**src/rtl/irq_agg_pkg.sv**
```systemverilog
package irq_agg_pkg;
   localparam int MODE_W = 3;

   localparam logic [2:0] TRIG_OFF  = 3'd0;
   localparam logic [2:0] TRIG_FALL = 3'd1;
   localparam logic [2:0] TRIG_RISE = 3'd2;
   localparam logic [2:0] TRIG_BOTH = 3'd3;
   localparam logic [2:0] TRIG_LOW  = 3'd4;
   localparam logic [2:0] TRIG_HIGH = 3'd5;

   localparam logic [2:0] REG_STATUS  = 3'd0;
   localparam logic [2:0] REG_MASK    = 3'd1;
   localparam logic [2:0] REG_MODE_LO = 3'd2;
   localparam logic [2:0] REG_MODE_HI = 3'd3;
   localparam logic [2:0] REG_PRST    = 3'd4;
   localparam logic [2:0] REG_VERSION = 3'd5;
endpackage

```
**src/rtl/irq_agg_sync.sv**
```systemverilog
module irq_agg_sync #(
   parameter int WIDTH  = 10,
   parameter int STAGES = 2
) (
   input  logic             clk,
   input  logic             rst_n,
   input  logic [WIDTH-1:0] async_in,
   output logic [WIDTH-1:0] sync_out
);
   logic [STAGES-1:0][WIDTH-1:0] chain_q;

   always_ff @(posedge clk or negedge rst_n) begin
      if (!rst_n) chain_q <= '0;
      else        chain_q <= {chain_q[STAGES-2:0], async_in};
   end

   assign sync_out = chain_q[STAGES-1];
endmodule

```
**src/rtl/irq_agg_detect.sv**
```systemverilog
module irq_agg_detect import irq_agg_pkg::*; #(
   parameter int NUM_SRC = 10
) (
   input  logic                      clk,
   input  logic                      rst_n,
   input  logic [NUM_SRC-1:0]        level_in,
   input  logic [NUM_SRC*MODE_W-1:0] modes,
   output logic [NUM_SRC-1:0]        fire
);
   logic [NUM_SRC-1:0] prev_q;

   always_ff @(posedge clk or negedge rst_n) begin
      if (!rst_n) prev_q <= '0;
      else        prev_q <= level_in;
   end

   for (genvar i = 0; i < NUM_SRC; i++) begin : g_src
      logic [MODE_W-1:0] md;
      assign md = modes[i*MODE_W +: MODE_W];
      always_comb begin
         case (md)
            TRIG_FALL: fire[i] = prev_q[i] & ~level_in[i];
            TRIG_RISE: fire[i] = ~prev_q[i] & level_in[i];
            TRIG_BOTH: fire[i] = prev_q[i] ^ level_in[i];
            TRIG_LOW:  fire[i] = ~level_in[i];
            TRIG_HIGH: fire[i] = level_in[i];
            default:   fire[i] = 1'b0;
         endcase
      end
   end
endmodule

```
**src/rtl/irq_aggregator.sv**
```systemverilog
module irq_aggregator import irq_agg_pkg::*; #(
   parameter int          NUM_SRC     = 10,
   parameter int          DATA_W      = 16,
   parameter int          SRC_PER_REG = 5,
   parameter int          SYNC_STAGES = 2,
   parameter int          NUM_PRST    = 4,
   parameter logic [7:0]  BOARD_ID    = 8'h03,
   parameter logic [7:0]  LOGIC_REV   = 8'h11
) (
   input  logic                clk,
   input  logic                rst_n,
   input  logic [NUM_SRC-1:0]  irq_in,
   input  logic                bus_wr,
   input  logic [2:0]          bus_addr,
   input  logic [DATA_W-1:0]   bus_wdata,
   output logic [DATA_W-1:0]   bus_rdata,
   output logic                irq_n,
   output logic [NUM_PRST-1:0] periph_rst_n
);
   localparam int MODE_BITS = MODE_W * SRC_PER_REG;
   localparam logic [DATA_W-1:0] VERSION_WORD = DATA_W'({BOARD_ID, LOGIC_REV});

   if (NUM_SRC > DATA_W || NUM_SRC > 2 * SRC_PER_REG || NUM_SRC < 1) begin : g_bad_src
      $error("irq_aggregator: NUM_SRC does not fit the register layout");
   end
   if (MODE_BITS > DATA_W || DATA_W < 16) begin : g_bad_width
      $error("irq_aggregator: mode fields exceed the data width");
   end
   if (SYNC_STAGES < 2) begin : g_bad_sync
      $error("irq_aggregator: at least two synchronizer stages required");
   end
   if (NUM_PRST < 1 || NUM_PRST > DATA_W) begin : g_bad_prst
      $error("irq_aggregator: NUM_PRST out of range");
   end

   logic [NUM_SRC-1:0]        pend_q;
   logic [DATA_W-1:0]         mask_q;
   logic [MODE_BITS-1:0]      mode_lo_q;
   logic [MODE_BITS-1:0]      mode_hi_q;
   logic [NUM_PRST-1:0]       prst_q;
   logic                      irq_n_q;
   logic [NUM_SRC-1:0]        src_sync;
   logic [NUM_SRC-1:0]        src_fire;
   logic [NUM_SRC*MODE_W-1:0] modes_flat;

   logic wr_status, wr_mask, wr_lo, wr_hi, wr_prst;
   assign wr_status = bus_wr && (bus_addr == REG_STATUS);
   assign wr_mask   = bus_wr && (bus_addr == REG_MASK);
   assign wr_lo     = bus_wr && (bus_addr == REG_MODE_LO);
   assign wr_hi     = bus_wr && (bus_addr == REG_MODE_HI);
   assign wr_prst   = bus_wr && (bus_addr == REG_PRST);

   // Mode field placement: fixed 3-bit lanes per source in two words
   for (genvar i = 0; i < NUM_SRC; i++) begin : g_mode_map
      if (i < SRC_PER_REG) begin : g_lo
         assign modes_flat[i*MODE_W +: MODE_W] = mode_lo_q[i*MODE_W +: MODE_W];
      end else begin : g_hi
         assign modes_flat[i*MODE_W +: MODE_W] =
            mode_hi_q[(i-SRC_PER_REG)*MODE_W +: MODE_W];
      end
   end

   irq_agg_sync #(.WIDTH(NUM_SRC), .STAGES(SYNC_STAGES)) i_sync (
      .clk      (clk),
      .rst_n    (rst_n),
      .async_in (irq_in),
      .sync_out (src_sync)
   );

   irq_agg_detect #(.NUM_SRC(NUM_SRC)) i_detect (
      .clk      (clk),
      .rst_n    (rst_n),
      .level_in (src_sync),
      .modes    (modes_flat),
      .fire     (src_fire)
   );

   // Pending: write-zero-to-clear, a new event overrides a clear
   always_ff @(posedge clk or negedge rst_n) begin
      if (!rst_n) begin
         pend_q <= '0;
      end else if (wr_status) begin
         pend_q <= (pend_q & bus_wdata[NUM_SRC-1:0]) | src_fire;
      end else begin
         pend_q <= pend_q | src_fire;
      end
   end

   always_ff @(posedge clk or negedge rst_n) begin
      if (!rst_n) begin
         mask_q    <= '1;
         mode_lo_q <= '0;
         mode_hi_q <= '0;
         prst_q    <= '1;
      end else begin
         if (wr_mask) mask_q    <= bus_wdata;
         if (wr_lo)   mode_lo_q <= bus_wdata[MODE_BITS-1:0];
         if (wr_hi)   mode_hi_q <= bus_wdata[MODE_BITS-1:0];
         if (wr_prst) prst_q    <= bus_wdata[NUM_PRST-1:0];
      end
   end

   always_ff @(posedge clk or negedge rst_n) begin
      if (!rst_n) irq_n_q <= 1'b1;
      else        irq_n_q <= ~|(pend_q & ~mask_q[NUM_SRC-1:0]);
   end

   always_comb begin
      case (bus_addr)
         REG_STATUS:  bus_rdata = DATA_W'(pend_q);
         REG_MASK:    bus_rdata = mask_q;
         REG_MODE_LO: bus_rdata = DATA_W'(mode_lo_q);
         REG_MODE_HI: bus_rdata = DATA_W'(mode_hi_q);
         REG_PRST:    bus_rdata = DATA_W'(prst_q);
         REG_VERSION: bus_rdata = VERSION_WORD;
         default:     bus_rdata = '0;
      endcase
   end

   assign irq_n        = irq_n_q;
   assign periph_rst_n = prst_q;
endmodule

```
**config.mk**
```make
export PLATFORM = sky130hd
export DESIGN_NAME = irq_aggregator
export DESIGN_NICKNAME = d
export VERILOG_FILES = /design/src/rtl/irq_agg_pkg.sv /design/src/rtl/irq_agg_sync.sv /design/src/rtl/irq_agg_detect.sv /design/src/rtl/irq_aggregator.sv
export SDC_FILE = /design/constraint.sdc
export NUM_CORES = 1
export LEC_CHECK = 0
export ABC_CLOCK_PERIOD_IN_PS = 3100
export BUFFER_PORTS_ARGS = -buffer_cell sky130_fd_sc_hd__clkbuf_2
export CAP_MARGIN = 20
export CORE_ASPECT_RATIO = 0.75
export CORE_MARGIN = 1.5
export CORE_UTILIZATION = 40
export CTS_CLUSTER_DIAMETER = 200
export DETAILED_ROUTE_END_ITERATION = 8
export PLACE_DENSITY = 0.56
export SLEW_MARGIN = 30
export SYNTH_ARGS = -nofsm -noshare
export SYNTH_HDL_FRONTEND = slang
export SYNTH_SLANG_ARGS = --single-unit
```
**constraint.sdc**
```tcl
create_clock -name clk -period 3.1 [get_ports clk]
set_input_delay 0.465 -clock clk [delete_from_list [all_inputs] [get_ports clk]]
set_output_delay 0.465 -clock clk [all_outputs]
set_load 0.05 [all_outputs]
```
==> impl_table.tex <==
\begin{tabular}{lr}
\hline
Metric & Value \\
\hline
\multicolumn{2}{l}{\textbf{Routing}} \\
Iteration count of the initial detailed-routing pass & 4 \\
Final Routed Wirelength & slightly below 10000 um \\
Count of vias placed by the detailed router & 2925 \\
Final antenna-violating net count & 0 \\
First-iteration detailed-routing DRC count & 126 \\
Routed len/inst & 17.6 um \\
DRC violations left & 0 \\
Vias per std cell & around 5.2 \\
\multicolumn{2}{l}{\textbf{Clock tree}} \\
Number of clock buffers inserted by TritonCTS & 9 \\
CTS tree & done \\
Post-CTS Setup Bufs & 0 \\
Clk sinks & 91 \\
Number of hold buffers added after cts & 0 \\
\# resized after CTS & 0 \\
Maximum clock path buffer count & 2 \\
Insertion delay of the later-clocked pin in the worst-skew pair & roughly 0.34 ns \\
Buffer type at the clock tree root & sky130\_fd\_sc\_hd\_\_clkbuf\_16 \\
Number of H-tree branching levels & 3 \\
CTS clock-pin slew for the worst setup and hold paths & 0.06 ns \\
\multicolumn{2}{l}{\textbf{Synth}} \\
Most used flip-flop cell after synthesis & sky130\_fd\_sc\_hd\_\_dfrtp\_1 \\
Area fraction in compound gates after synthesis & 0.108 \\
Post-synth top area share & 0.382 \\
Sequential cell area fraction in the yosys report & 0.502 \\
\#FFs+latches synth & 91 \\
Net Count, Synth & 414 \\
Main combinational cell family by area after synthesis & multiplexers \\
Simple logic cell fraction of the synthesized area & 0.0791 \\
Synth Area in XOR/XNOR & 0.0134 \\
Syn Std Cell Area & approximately 0.0046 sq mm \\
Proportion of synthesized flip-flops having asynchronous set or reset & 1.00 \\
Cell type with the largest total area after synthesis & sky130\_fd\_sc\_hd\_\_dfrtp\_1 \\
Count of unique library cells instantiated by Yosys & 37 \\
Count of yosys warnings during synthesis & 0 \\
Post-synthesis mux area share & 0.190 \\
Adder and majority gate portion of the synthesized area & 0.0546 \\
Post-synth EDFFs & 0 \\
Syn Inst Count & 362 \\
Avg Inst Size Synth & 12.7 sq um \\
Most area-consuming cells after synthesis & sky130\_fd\_sc\_hd\_\_dfrtp\_1, sky130\_fd\_sc\_hd\_\_mux2\_2, sky130\_fd\_sc\_hd\_\_dfstp\_2 \\
\multicolumn{2}{l}{\textbf{Placement}} \\
DP Wirelength & a little under 7000 um \\
Minimum setup slack after placement & 0.536 ns \\
Cell count after placement & 543 \\
Placer congestion estimate & about 0.76 \\
Port-buffer cells & 52 \\
\multicolumn{2}{l}{\textbf{Cells and area}} \\
Total area of sequential cells & 0.00230 sq mm \\
Total area of multi-input combinational cells & 0.00206 sq mm \\
Post-layout instance count excluding filler cells & about 560 \\
\# fillers & 1024 \\
Number of antenna cells inserted & 0 \\
Syn-to-layout area delta & 14.8\% \\
Nets & 466 \\
Share of post-route cells with drive strength above 1 & 0.420 \\
\multicolumn{2}{l}{\textbf{Timing}} \\
Least setup slack across all paths after layout & around 0.55 ns \\
Highest clock frequency the design can meet & approximately 390 MHz \\
Max transition margin & 0.450 \\
Transition time at the pin with the least slew margin & 0.825 ns \\
Hold Vio Cnt, Final & 0 \\
Final worst path period need & 2.55 ns \\
Unrepaired setup endpoints after global routing & false \\
Setup-violating endpoint count in the final report & 0 \\
Fin Clk Skew & roughly 0.0039 ns \\
Worst Hold Margin & approximately 0.07 ns \\
TNS Setup & 0 ns \\
Max-slew violations & 0 \\
Final clock period utilization by the worst path & 0.822 \\
\multicolumn{2}{l}{\textbf{Setup path}} \\
Kind of cell adding the most delay to the critical path & buffers and inverters \\
Buf+Inv Stages, Crit Path & 2 \\
Crit-path max FO & 34 \\
Ordered cell list for the critical path & clkbuf\_2 > nor2b\_1 > a22oi\_1 > nor2\_1 > clkbuf\_2 \\
Crit path top cell by count & sky130\_fd\_sc\_hd\_\_clkbuf\_2 \\
CP Data Arrival Time & about 2.1 ns \\
WS Path Type & input pin to output port \\
Required time at the endpoint of the critical path & 2.63 ns \\
Kind of end point of the critical path & output port \\
Worst reg2reg startpoint & i\_sync.sync\_out[5] \\
Flop-to-flop setup slack & 1.78 ns \\
Crit start category & input pin \\
Master of the slowest instance on the critical path & sky130\_fd\_sc\_hd\_\_clkbuf\_2 \\
Reg-to-reg endpoint & pend\_q[5] \\
Delay of the slowest cell on the worst path & 0.61 ns \\
Worst setup path startpoint & bus\_addr[1] \\
Number of cells on the worst reg-to-reg path & 5 \\
\multicolumn{2}{l}{\textbf{Die}} \\
Die extent in y & approximately 96 um \\
Total die area & 0.0121 sq mm \\
Area of the core & $\sim$0.011 sq mm \\
Die W & 127 um \\
Number of top-level pins & 53 \\
Num rows & 33 \\
Starting Density & 0.415 \\
\multicolumn{2}{l}{\textbf{GRT}} \\
Maximum number of pins on one net before global-route repair & 38 \\
Total congestion overflow after global routing & 0 \\
Number of global-route vias before repair & 3046 \\
Wire length of the first global-routing pass & 16500 um \\
GR Util All Layers & 0.181 \\
Antenna violations before repair & 0 \\
\multicolumn{2}{l}{\textbf{Run status}} \\
Result of the run & finished, final reports clean \\
\multicolumn{2}{l}{\textbf{Pwr}} \\
IR Drop Worst-Case VDD & 0.299 mV \\
Power density over cell area & 647 mW/mm\^{}2 \\
Leakage power total & 2.43 nW \\
\multicolumn{2}{l}{\textbf{Flow run}} \\
Maxcap violations & 0 \\
\multicolumn{2}{l}{\textbf{Min path}} \\
Type of the tightest min-delay check & input pin to asynchronous set/reset pin \\
\hline
\end{tabular}
## routing by layer
| metal | up-vias | track usage | wire [um] |
|---|---|---|---|
| met4 | 0 | 0.0606 | 136 |
| li1 | 1386 | - | - |
| met2 | 44 | 0.279 | 4420 |
| met3 | 10 | 0.0439 | 349 |
| met5 | - | 0 | 0 |
| met1 | 1485 | 0.252 | 4930 |
## cells by family after synthesis
group,after synthesis
buffers and inverters,54
AO/OA/AOI/OAI,60
multiplexers,76
flip-flops,91
AND/OR/NAND/NOR,54
XOR/XNOR,7
adder cells (fa/ha/maj),20
## state kept, by name, indices dropped and copies added, names as in the netlist
register         count
i_detect.prev_q     10
i_sync.sync_out     10
periph_rst_n         4
i_sync.chain_q      10
mode_lo_q           15
pend_q              10
mask_q              16
irq_n                1
mode_hi_q           15
## power by group
group	switching, mW	total [mW]	internal (mW)
registers	0.212	1.63	1.42
logic	0.397	0.754	0.357
clock network	0.458	1.02	0.566
## cell type report
| cell class | instances | share of cell area |
|---|---|---|
| Tap cell | 140 | 0.0333 |
| Inverter | 38 | 0.0271 |
| Sequential cell | 91 | 0.437 |
| Timing Repair Buffer | 57 | 0.0594 |
| Multi-Input combinational cell | 217 | 0.391 |
| Clock inverter | 4 | 0.00523 |
| Clock buffer | 12 | 0.0468 |
## worst max path at each step
stage	end	cells past startpoint	slack [ns]
after floorplan	bus_rdata[15]	4	0.12
after global placement	bus_rdata[3]	5	0.61
after detailed placement	bus_rdata[12]	5	0.54
after CTS	bus_rdata[13]	5	0.52
after global routing	bus_rdata[13]	5	0.36
final	bus_rdata[13]	5	0.55
## cells in the final DEF (no fill, tap or decap), types with 10 or more instances in the layout
master,netlist,final
sky130_fd_sc_hd__a21oi_1,13,13
sky130_fd_sc_hd__o21ai_2,10,10
sky130_fd_sc_hd__inv_1,38,38
sky130_fd_sc_hd__nand2b_1,16,16
sky130_fd_sc_hd__o221ai_2,10,10
sky130_fd_sc_hd__mux2_2,57,57
sky130_fd_sc_hd__dfrtp_1,70,70
sky130_fd_sc_hd__dfstp_2,21,21
sky130_fd_sc_hd__clkbuf_2,0,51
sky130_fd_sc_hd__mux2i_1,16,16
sky130_fd_sc_hd__ha_1,20,20
## synthesized netlist by cell type, types with 2 or more instances
library cell                instances
sky130_fd_sc_hd__dfrtp_1           70
sky130_fd_sc_hd__mux2_2            57
sky130_fd_sc_hd__inv_1             38
sky130_fd_sc_hd__dfstp_2           21
sky130_fd_sc_hd__ha_1              20
sky130_fd_sc_hd__mux2i_1           16
sky130_fd_sc_hd__nand2b_1          16
sky130_fd_sc_hd__a21oi_1           13
sky130_fd_sc_hd__buf_2             12
sky130_fd_sc_hd__o21ai_2           10
sky130_fd_sc_hd__o221ai_2          10
sky130_fd_sc_hd__o22ai_1            9
sky130_fd_sc_hd__a22oi_1            7
sky130_fd_sc_hd__and3b_1            7
sky130_fd_sc_hd__nor2b_1            7
sky130_fd_sc_hd__xnor2_1            7
sky130_fd_sc_hd__nor2_1             6
sky130_fd_sc_hd__nand2_1            5
sky130_fd_sc_hd__a2bb2oi_1          3
sky130_fd_sc_hd__nor3b_1            3
sky130_fd_sc_hd__o21ai_0            3
sky130_fd_sc_hd__a22o_1             2
sky130_fd_sc_hd__buf_4              2
sky130_fd_sc_hd__buf_6              2
sky130_fd_sc_hd__mux4_2             2
sky130_fd_sc_hd__nor3_1             2
sky130_fd_sc_hd__nor4bb_1           2
## through the flow
stage | total power [mW] | cell area, sq um | util
CTS | 3.46 | 5270 | 0.476
global placement | 2.39 | 4990 | 0.451
global route | 3.59 | 5270 | 0.476
finish | 3.41 | 5270 | 0.476
detailed placement | 2.41 | 4990 | 0.451
floorplan | 2.18 | 4590 | -
## worst register-to-register path, cell delays in order, from the launching register on
cell	delay [ns]
sky130_fd_sc_hd__dfrtp_1	0.41
sky130_fd_sc_hd__inv_1	0.07
sky130_fd_sc_hd__ha_1	0.18
sky130_fd_sc_hd__mux2_2	0.26
sky130_fd_sc_hd__a21oi_1	0.18
sky130_fd_sc_hd__o221ai_2	0.10
(Power assumes the default switching activity.)
